File: config.mk
export PLATFORM = sky130hd
export DESIGN_NAME = wlvl_search_ctrl
export DESIGN_NICKNAME = d
export VERILOG_FILES = /design/src/rtl/wlvl_pkg.sv /design/src/rtl/wlvl_fb_sync.sv /design/src/rtl/wlvl_settle_timer.sv /design/src/rtl/wlvl_tap_ctr.sv /design/src/rtl/wlvl_search_ctrl.sv
export SDC_FILE = /design/constraint.sdc
export NUM_CORES = 1
export LEC_CHECK = 0
export BUFFER_PORTS_ARGS = -buffer_cell sky130_fd_sc_hd__buf_2
export CORE_AREA = 2 2 48 50
export DETAILED_ROUTE_END_ITERATION = 8
export DIE_AREA = 0 0 50 52
export PLACE_DENSITY_LB_ADDON = 0.08
export SLEW_MARGIN = 20
export SYNTH_ARGS = -nofsm -noshare
export SYNTH_HDL_FRONTEND = slang
export SYNTH_SLANG_ARGS = --single-unit
File: constraint.sdc
create_clock -name clk -period 2.56 [get_ports clk]
set_input_delay 0 -clock clk [delete_from_list [all_inputs] [get_ports clk]]
set_output_delay 0 -clock clk [all_outputs]
set_load 0.02 [all_outputs]
File: src/rtl/wlvl_pkg.sv
package wlvl_pkg;
    typedef enum logic [2:0] {
        ST_IDLE,
        ST_ENTER,
        ST_PULSE,
        ST_WAIT,
        ST_SAMPLE,
        ST_STEP,
        ST_EXIT,
        ST_DONE
    } wlvl_state_t;
endpackage

File: src/rtl/wlvl_fb_sync.sv
module wlvl_fb_sync #(
    parameter int DQ_W = 8
) (
    input  logic            clk,
    input  logic            rst_n,
    input  logic [DQ_W-1:0] dq_i,
    output logic            level_o
);
    logic meta_q;
    logic sync_q;

    // Any lane bit high means the sampled clock level is high
    always_ff @(posedge clk or negedge rst_n) begin
        if (!rst_n) begin
            meta_q <= 1'b0;
            sync_q <= 1'b0;
        end else begin
            meta_q <= |dq_i;
            sync_q <= meta_q;
        end
    end

    assign level_o = sync_q;
endmodule

File: src/rtl/wlvl_settle_timer.sv
module wlvl_settle_timer #(
    parameter int SETTLE_CYC = 16
) (
    input  logic clk,
    input  logic rst_n,
    input  logic load_i,
    output logic expired_o
);
    localparam int CW = (SETTLE_CYC < 2) ? 1 : $clog2(SETTLE_CYC);
    localparam logic [CW-1:0] LOAD_VAL = CW'(SETTLE_CYC - 1);

    logic [CW-1:0] cnt_q;

    always_ff @(posedge clk or negedge rst_n) begin
        if (!rst_n) begin
            cnt_q <= '0;
        end else if (load_i) begin
            cnt_q <= LOAD_VAL;
        end else if (cnt_q != '0) begin
            cnt_q <= cnt_q - 1'b1;
        end
    end

    assign expired_o = (cnt_q == '0);
endmodule

File: src/rtl/wlvl_tap_ctr.sv
module wlvl_tap_ctr #(
    parameter int TAP_W = 7
) (
    input  logic             clk,
    input  logic             rst_n,
    input  logic             clr_i,
    input  logic             inc_i,
    output logic [TAP_W-1:0] tap_o,
    output logic             at_max_o
);
    localparam logic [TAP_W-1:0] TAP_MAX = {TAP_W{1'b1}};

    logic [TAP_W-1:0] tap_q;

    always_ff @(posedge clk or negedge rst_n) begin
        if (!rst_n) begin
            tap_q <= '0;
        end else if (clr_i) begin
            tap_q <= '0;
        end else if (inc_i) begin
            tap_q <= tap_q + 1'b1;
        end
    end

    assign tap_o    = tap_q;
    assign at_max_o = (tap_q == TAP_MAX);

    AST_TAP_NO_WRAP: assert property (@(posedge clk) disable iff (!rst_n)
        inc_i |-> !at_max_o);
endmodule

File: src/rtl/wlvl_search_ctrl.sv
module wlvl_search_ctrl
    import wlvl_pkg::*;
#(
    parameter int DQ_W       = 8,
    parameter int TAP_W      = 7,
    parameter int SETTLE_CYC = 16
) (
    input  logic             clk,
    input  logic             rst_n,
    input  logic             start_i,
    input  logic             lvl_ack_i,
    input  logic [DQ_W-1:0]  dq_fb_i,
    output logic             lvl_req_o,
    output logic [TAP_W-1:0] tap_o,
    output logic             dqs_pulse_o,
    output logic             busy_o,
    output logic             done_o,
    output logic             fail_o
);
    localparam logic [TAP_W-1:0] TAP_MAX = {TAP_W{1'b1}};

    wlvl_state_t state_q, state_d;

    logic fb_level;
    logic settle_done;
    logic at_max;
    logic start_ok;
    logic tap_clr;
    logic tap_inc;
    logic timer_load;
    logic rise_seen;

    logic prev_q;
    logic first_q;
    logic fail_q;

    wlvl_fb_sync #(.DQ_W(DQ_W)) i_sync (
        .clk     (clk),
        .rst_n   (rst_n),
        .dq_i    (dq_fb_i),
        .level_o (fb_level)
    );

    wlvl_settle_timer #(.SETTLE_CYC(SETTLE_CYC)) i_timer (
        .clk       (clk),
        .rst_n     (rst_n),
        .load_i    (timer_load),
        .expired_o (settle_done)
    );

    wlvl_tap_ctr #(.TAP_W(TAP_W)) i_tap (
        .clk      (clk),
        .rst_n    (rst_n),
        .clr_i    (tap_clr),
        .inc_i    (tap_inc),
        .tap_o    (tap_o),
        .at_max_o (at_max)
    );

    // Start accepted only when no search is running
    assign start_ok   = start_i && (state_q == ST_IDLE || state_q == ST_DONE);
    assign tap_clr    = start_ok;
    assign tap_inc    = (state_q == ST_STEP);
    assign timer_load = (state_q == ST_PULSE);
    // Low-to-high change against the previous tap's level
    assign rise_seen  = !first_q && !prev_q && fb_level;

    // State register
    always_ff @(posedge clk or negedge rst_n) begin
        if (!rst_n) begin
            state_q <= ST_IDLE;
        end else begin
            state_q <= state_d;
        end
    end

    // Next-state logic
    always_comb begin
        state_d = state_q;
        unique case (state_q)
            ST_IDLE:   if (start_ok) state_d = ST_ENTER;
            ST_ENTER:  if (lvl_ack_i) state_d = ST_PULSE;
            ST_PULSE:  state_d = ST_WAIT;
            ST_WAIT:   if (settle_done) state_d = ST_SAMPLE;
            ST_SAMPLE: begin
                if (rise_seen || at_max) state_d = ST_EXIT;
                else                     state_d = ST_STEP;
            end
            ST_STEP:   state_d = ST_PULSE;
            ST_EXIT:   if (!lvl_ack_i) state_d = ST_DONE;
            ST_DONE:   if (start_ok) state_d = ST_ENTER;
            default:   state_d = ST_IDLE;
        endcase
    end

    // Search data registers
    always_ff @(posedge clk or negedge rst_n) begin
        if (!rst_n) begin
            prev_q  <= 1'b0;
            first_q <= 1'b1;
            fail_q  <= 1'b0;
        end else if (start_ok) begin
            prev_q  <= 1'b0;
            first_q <= 1'b1;
            fail_q  <= 1'b0;
        end else if (state_q == ST_SAMPLE) begin
            prev_q  <= fb_level;
            first_q <= 1'b0;
            fail_q  <= !rise_seen && at_max;
        end
    end

    // Outputs decoded from state
    always_comb begin
        lvl_req_o   = 1'b0;
        dqs_pulse_o = 1'b0;
        busy_o      = 1'b0;
        done_o      = 1'b0;
        fail_o      = 1'b0;
        unique case (state_q)
            ST_IDLE: ;
            ST_ENTER, ST_WAIT, ST_SAMPLE, ST_STEP: begin
                lvl_req_o = 1'b1;
                busy_o    = 1'b1;
            end
            ST_PULSE: begin
                lvl_req_o   = 1'b1;
                busy_o      = 1'b1;
                dqs_pulse_o = 1'b1;
            end
            ST_EXIT:  busy_o = 1'b1;
            ST_DONE: begin
                done_o = 1'b1;
                fail_o = fail_q;
            end
            default: ;
        endcase
    end

    AST_PULSE_UNDER_REQ: assert property (@(posedge clk) disable iff (!rst_n)
        dqs_pulse_o |-> lvl_req_o);
    AST_PULSE_SINGLE: assert property (@(posedge clk) disable iff (!rst_n)
        dqs_pulse_o |=> !dqs_pulse_o);
    AST_TAP_STEP_ONE: assert property (@(posedge clk) disable iff (!rst_n)
        (lvl_req_o && $past(lvl_req_o) && !$stable(tap_o)) |->
            (dqs_pulse_o && tap_o == $past(tap_o) + 1'b1));
    AST_FAIL_AT_MAX: assert property (@(posedge clk) disable iff (!rst_n)
        fail_o |-> (done_o && tap_o == TAP_MAX));
    AST_DONE_NO_REQ: assert property (@(posedge clk) disable iff (!rst_n)
        done_o |-> (!lvl_req_o && !lvl_ack_i));
    AST_DONE_HOLD: assert property (@(posedge clk) disable iff (!rst_n)
        (done_o && !start_i) |=> (done_o && $stable(tap_o) && $stable(fail_o)));
endmodule

== Word-level counts from Yosys, hierarchy flattened ==
Cells that the tools add are included.

* Reduce and logical (&&, ||, !) cells: 20
* Mux-type cells: 21
* Add/sub/neg operators: 2
* Equal/unequal tests: 12

{| class="wikitable"
|+ Operator list
! operator !! number
|-
| $pmux 3 s7 || 1
|-
| $mux 7 || 2
|-
| $eq 3x3->1 const B || 4
|-
| $mux 3 || 4
|-
| $mux 1 || 11
|-
| $mux 4 || 2
|-
| $reduce_or 8->1 || 1
|-
| $add 7x1->7 const B || 1
|-
| $eq 7x7->1 const B || 1
|-
| $eq 3x2->1 const B || 2
|-
| $reduce_bool 2->1 || 3
|-
| $reduce_or 6->1 || 1
|-
| $reduce_or 5->1 || 1
|-
| $logic_and 1x1->1 || 4
|-
| $logic_not 4->1 || 1
|-
| $ne 2x1->1 const B || 2
|-
| $ne 2x2->1 const B || 2
|-
| $reduce_and 4->1 || 1
|-
| $reduce_bool 4->1 || 1
|-
| $sub 4x1->4 const B || 1
|-
| $eq 3x1->1 const B || 1
|-
| $logic_not 1->1 || 3
|-
| $logic_not 3->1 || 1
|-
| $logic_or 1x1->1 || 2
|-
| 2 further kinds || 2
|}

* Output and inout bits: 12
* Register bits after elaboration: 19
* Logic and storage cells: 63
* Input port bits: 12

== Depth between registers and ports, before layout ==
* Word-level depth: 7
* Mapped depth: 6
* Depth with buffers taken out: 6

== Cells and area by module ==
Synthesis repeated with hierarchy kept, for this count alone.

* Cells, all modules: 109
* Area total of the unflattened synthesis: 1032.2 sq um

{| class="wikitable"
|+ Modules (own cells, without submodules)
! module !! seq. area each (sq um) !! cells each !! times used !! area an instance (sq um)
|-
| wlvl_search_ctrl || 151.4 || 52 || 1 || 421.7
|-
| wlvl_tap_ctr || 175.2 || 31 || 1 || 324.1
|-
| wlvl_settle_timer || 100.1 || 21 || 1 || 220.2
|-
| wlvl_fb_sync || 50.0 || 5 || 1 || 66.3
|}

== Worst setup path before layout ==
OpenSTA, ideal clock, no wires.

* Path kind: register -> register
* Start: register state_q[2]
* End: register first_q
* Path buffers: 1
* Arrival: 1416 ps
* Cell stages (with the launch flop): 6
* Path slack: 1068 ps
* Setup time: 77 ps
* Period minus slack after synthesis: 1492 ps
* Required time: 2483 ps
* Cell sequence: dfrtp_1 -> and3_1 -> nor2_1 -> nor2b_2 -> buf_4 -> a21o_1

* Word-level cells in the longest chain between the ends: 4
* Elaborated cells on any way between the ends: 7
* Classes of those cells: eq/ne: 2; mux: 1; reduce/logical: 4

{| class="wikitable"
|+ Ends and longest elaborated chain
! what !! RTL line !! RTL
|-
| start, declared || wlvl_search_ctrl.sv:22 || <nowiki>wlvl_state_t state_q, state_d;</nowiki>
|-
| start signal, assigned || wlvl_search_ctrl.sv:73 || <nowiki>state_q <= state_d;</nowiki>
|-
| $eq 3x3->1 / $logic_not 3->1 (equally long branches) || wlvl_search_ctrl.sv:61 || <nowiki>assign start_ok = start_i && (state_q == ST_IDLE || state_q == ST_DONE);</nowiki>
|-
| $logic_or 1x1->1 || wlvl_search_ctrl.sv:61 ||
|-
| $logic_and 1x1->1 || wlvl_search_ctrl.sv:61 ||
|-
| $mux 1 / $reduce_bool 2->1 (equally long branches) || - ||
|-
| end signal, assigned || wlvl_search_ctrl.sv:100 || <nowiki>first_q <= 1'b1;</nowiki>
|-
| end signal, assigned || wlvl_search_ctrl.sv:104 || <nowiki>first_q <= 1'b1;</nowiki>
|-
| end signal, assigned || wlvl_search_ctrl.sv:108 || <nowiki>first_q <= 1'b0;</nowiki>
|-
| end, declared || wlvl_search_ctrl.sv:34 || <nowiki>logic first_q;</nowiki>
|}

Parallel ways exist; a longest one is shown, timed or not.
A chain may end at the register's enable or synchronous reset.

== Final worst setup path ==
* Start: input port dq_fb_i[6]
* End: register i_sync.meta_q

* Word-level cells in the longest chain between the ends: 1

{| class="wikitable"
|+ Ends and longest elaborated chain
! what !! RTL line !! RTL
|-
| start, declared || wlvl_search_ctrl.sv:12 || <nowiki>input logic [DQ_W-1:0] dq_fb_i,</nowiki>
|-
| $reduce_or 8->1 || wlvl_fb_sync.sv:18 || <nowiki>meta_q <= |dq_i;</nowiki>
|-
| end signal, assigned || wlvl_fb_sync.sv:18 ||
|-
| end, declared || wlvl_fb_sync.sv:9 || <nowiki>logic meta_q;</nowiki>
|}

Every way passes these cells.

==> key figures <==
Run status
  – Status: complete, no violations

Synth
  – Syn Inst Count: 103
  – Yosys warns: 0
  – Synth Flop Type: dfrtp_1
  – Post-synth cell types: between 40 and 50
  – Syn avg cell area: ~10 µm²
  – Fraction of registers with async set or reset after synthesis: 100%
  – Synthesized cell area: between 1000 and 1500 µm²
  – Mapped Nets: approximately 120
  – Number of synthesized register bits: 19
  – Number of flops mapped to enable cells by yosys: 0
  – Sequential share of the synthesized area: approximately 45%

Clocking
  – H-tree depth: 1
  – Clock latency on the worst-skew pair: 0.29 ns
  – CTS Buffer Depth: 2
  – CTS Sinks: 19
  – Clock-pin slew on the worst setup and hold paths: around 0.11 ns
  – Root Driver: clkbuf_4
  – CTS buffer count: 3
  – TritonCTS clock tree: done
  – # resized after CTS: 0

Worst setup path
  – Worst R2R Path Depth: 4
  – Reg-to-reg endpoint: i_tap.tap_o[6]
  – CP Capture Type: flip-flop
  – Crit path top cell by count: dlygate4sd3_1
  – R2r startpoint: state_q[2]
  – Startpoint types: input pin
  – Worst-path fanout max: 1
  – CP arrival: ~2.0 ns
  – Max incr delay on CP: slightly below 0.6 ns
  – Kind of critical path: in2reg
  – CP delay by family, top: buffers and inverters
  – CP max-delay cell: dlygate4sd3_1
  – Setup slack, reg-to-reg: a little over 0.9 ns
  – Critical-path cell list: dlygate4sd3_1, buf_2, nor4_1, dlygate4sd3_1, nand2_1, dlygate4sd3_1
  – CP bufs+invs: 4
  – Required time of the critical path: 2.74 ns

Hold path
  – Hold path depth: 3
  – Hold Path Class: in2reg
  – Worst hold endpoint: state_q[1]
  – HP Start: lvl_ack_i

Routing
  – Routed WL: slightly below 2000 µm
  – Detail Route Antenna Nets: 0
  – Initial drt markers: 13
  – Vias per std cell: ~5.1
  – Drt wl/cell: approximately 13 µm
  – DR pass1 iterations: 4
  – Drc violations: 0
  – Routed via count: approximately 800

Floorplanning
  – Site Rows: 17
  – Die width: approximately 50 µm
  – Ports: 24
  – Die Y-Extent: roughly 52 µm
  – Initial Utilization: between 50 and 60%
  – Die area: 2600 µm²
  – Core box area: approximately 2100 µm²

GRT
  – Total GRT Usage: between 15 and 20%
  – Grt total ovfl: 0
  – Vias in the first global route: 795
  – First-pass GRT wire length: between 3000 and 4000 µm
  – Initial antenna violation count: 0
  – Largest net degree at the start of global routing: 20

Timing
  – Final min period: 1.80 ns
  – Fin Hold WS: ~0.044 ns
  – RSZ-0062 raised after global routing: false
  – Slew margin rel.: about two thirds
  – Tcrit/Tclk final: between 70 and 80%
  – Transition time of the tightest slew-check pin: between 0.5 and 0.6 ns
  – Final worst slack: ~0.76 ns
  – Max Slew Vio Count: 0
  – Worst clock skew: 0.00430 ns
  – Final hold vios: 0
  – Setup TNS: 0 ns
  – Final Setup Violations: 0
  – F_max: around 560 MHz

Placement
  – Routability congestion estimate: between 0.7 and 0.8
  – DP Wirelength: 1420 µm
  – Dpl cell area: around 1200 µm²
  – Pre-CTS setup slack: between 0.9 and 1 ns
  – IO buf count: 23

Power and ir drop
  – Internal power: 0.603 mW
  – Leak: roughly 0.6 nW
  – Sw frac: approximately two fifths
  – Power share of the combinational group: between 30% and 40%
  – Power per standard cell area: between 800 and 900 nW/µm²
  – Clock power frac: 14.7%
  – Flop pwr share: between 40% and 50%
  – VDD IR max: between 0.5 and 0.6 mV
  – Sw Pwr: approximately 0.41 mW

Layout
  – Net total in the final layout: roughly 140
  – Post-route cell area: between 1000 and 1500 µm²
  – Area grow syn2layout: 16.5%
  – ANT cells: 0
  – Share of cells above drive strength 1: between 20 and 30%

Flow run
  – Max_cap viols: 0
power groups by stage:
stage,Sequential [mW],Clock (mW),Combinational (mW)
finish,0.504,0.150,0.362
global route,0.519,0.169,0.404
CTS,0.504,0.154,0.365
detailed placement,0.509,0,0.361
global placement,0.506,0,0.354
floorplan,0.494,0,0.281
cell type report:
| cell class | count | area (µm²) |
|---|---|---|
| clock buffers | 4 | 26.3 |
| fillers | 186 | 862 |
| inverters | 6 | 22.5 |
| multi-input cells | 73 | 528 |
| flip-flops and latches | 19 | 477 |
| well taps | 28 | 35.0 |
| repair buffers | 27 | 155 |
cells in the final DEF (no fill, tap or decap), drive strengths merged, types with 2 or more instances in the layout:
cell / n
nand2: 8
a21oi: 5
nor4b: 2
nor3: 5
dlygate4sd3: 4
and3: 2
ha: 2
nor2: 11
clkbuf: 4
dfrtp: 18
o21ai: 3
xnor2: 4
nand4: 2
xor2: 3
nor3b: 2
o32ai: 2
nand3: 2
buf: 23
inv: 6
nor4: 3
mux2i: 2
metal layers:
layer  vias to the layer above  track usage, %  part of all wire, %
li1                        417               -                    -
met1                       374            24.3                   51
met2                        13            27.6                   46
met4                         0            6.94                 0.50
met5                         -               0                    0
met3                         2            1.72                  2.9
cell usage after synthesis, types with 2 or more instances:
master / count / share of area (%)
xor2_1: 3 / 2.5
nor4_1: 2 / 1.2
buf_2: 2 / 0.94
nand4_1: 2 / 1.2
nor2_1: 10 / 3.5
o32ai_1: 2 / 1.6
nand2_1: 8 / 2.8
mux2i_1: 2 / 1.9
ha_1: 2 / 2.3
inv_1: 5 / 1.8
a21oi_1: 5 / 2.3
nand3_1: 2 / 0.94
o21ai_0: 2 / 0.94
nor4b_4: 2 / 4.5
dfrtp_1: 18 / 42
buf_6: 2 / 2.1
and3_1: 2 / 1.2
nor3_1: 4 / 1.9
nor3b_1: 2 / 1.4
xnor2_1: 4 / 3.3
timing repair:
item	CTS	global route
hold buffers	4	0
hold endpoints to repair	20	0
setup buffers	0	0
through the flow:
step	std cells	power, mW	utilization (%)
floorplan	103	0.775	-
global placement	149	0.860	55.9
detailed placement	149	0.870	55.9
CTS	157	1.02	59.1
global route	157	1.09	59.1
finish	157	1.02	59.1
cell families after synthesis:
family / Yosys count / synth area share, %
and+or+nand+nor: 45 / 28.6
muxes: 2 / 1.88
buffers and inverters: 11 / 5.86
DFF: 19 / 44.7
xor gates and xnor gates: 7 / 5.74
AOI/OAI and AO/OA: 17 / 10.9
adders and majority gates: 2 / 2.34
state kept, by name (all words and copies together) (netlist names):
signal,cells
i_timer.cnt_q,4
i_sync.level_o,1
prev_q,1
i_sync.meta_q,1
state_q,3
first_q,1
fail_q,1
i_tap.tap_o,7
tightest hold or removal path, delay by kind of cell:
kind / cells / cell delay [ns]
buffers and inverters: 1 / 0.11
AOI/OAI and AO/OA: 2 / 0.19
worst max path at each step:
stage,startpoint,endpoint,cells past startpoint
2_1_floorplan,state_q[2],first_q,5
3_3_place_gp,state_q[2],prev_q,4
3_5_place_dp,state_q[2],i_tap.tap_o[6],4
4_1_cts,dq_fb_i[6],i_sync.meta_q,6
5_1_grt,dq_fb_i[6],i_sync.meta_q,6
6_report,dq_fb_i[6],i_sync.meta_q,6
No activity file was read; power rests on OpenSTA's default activity.
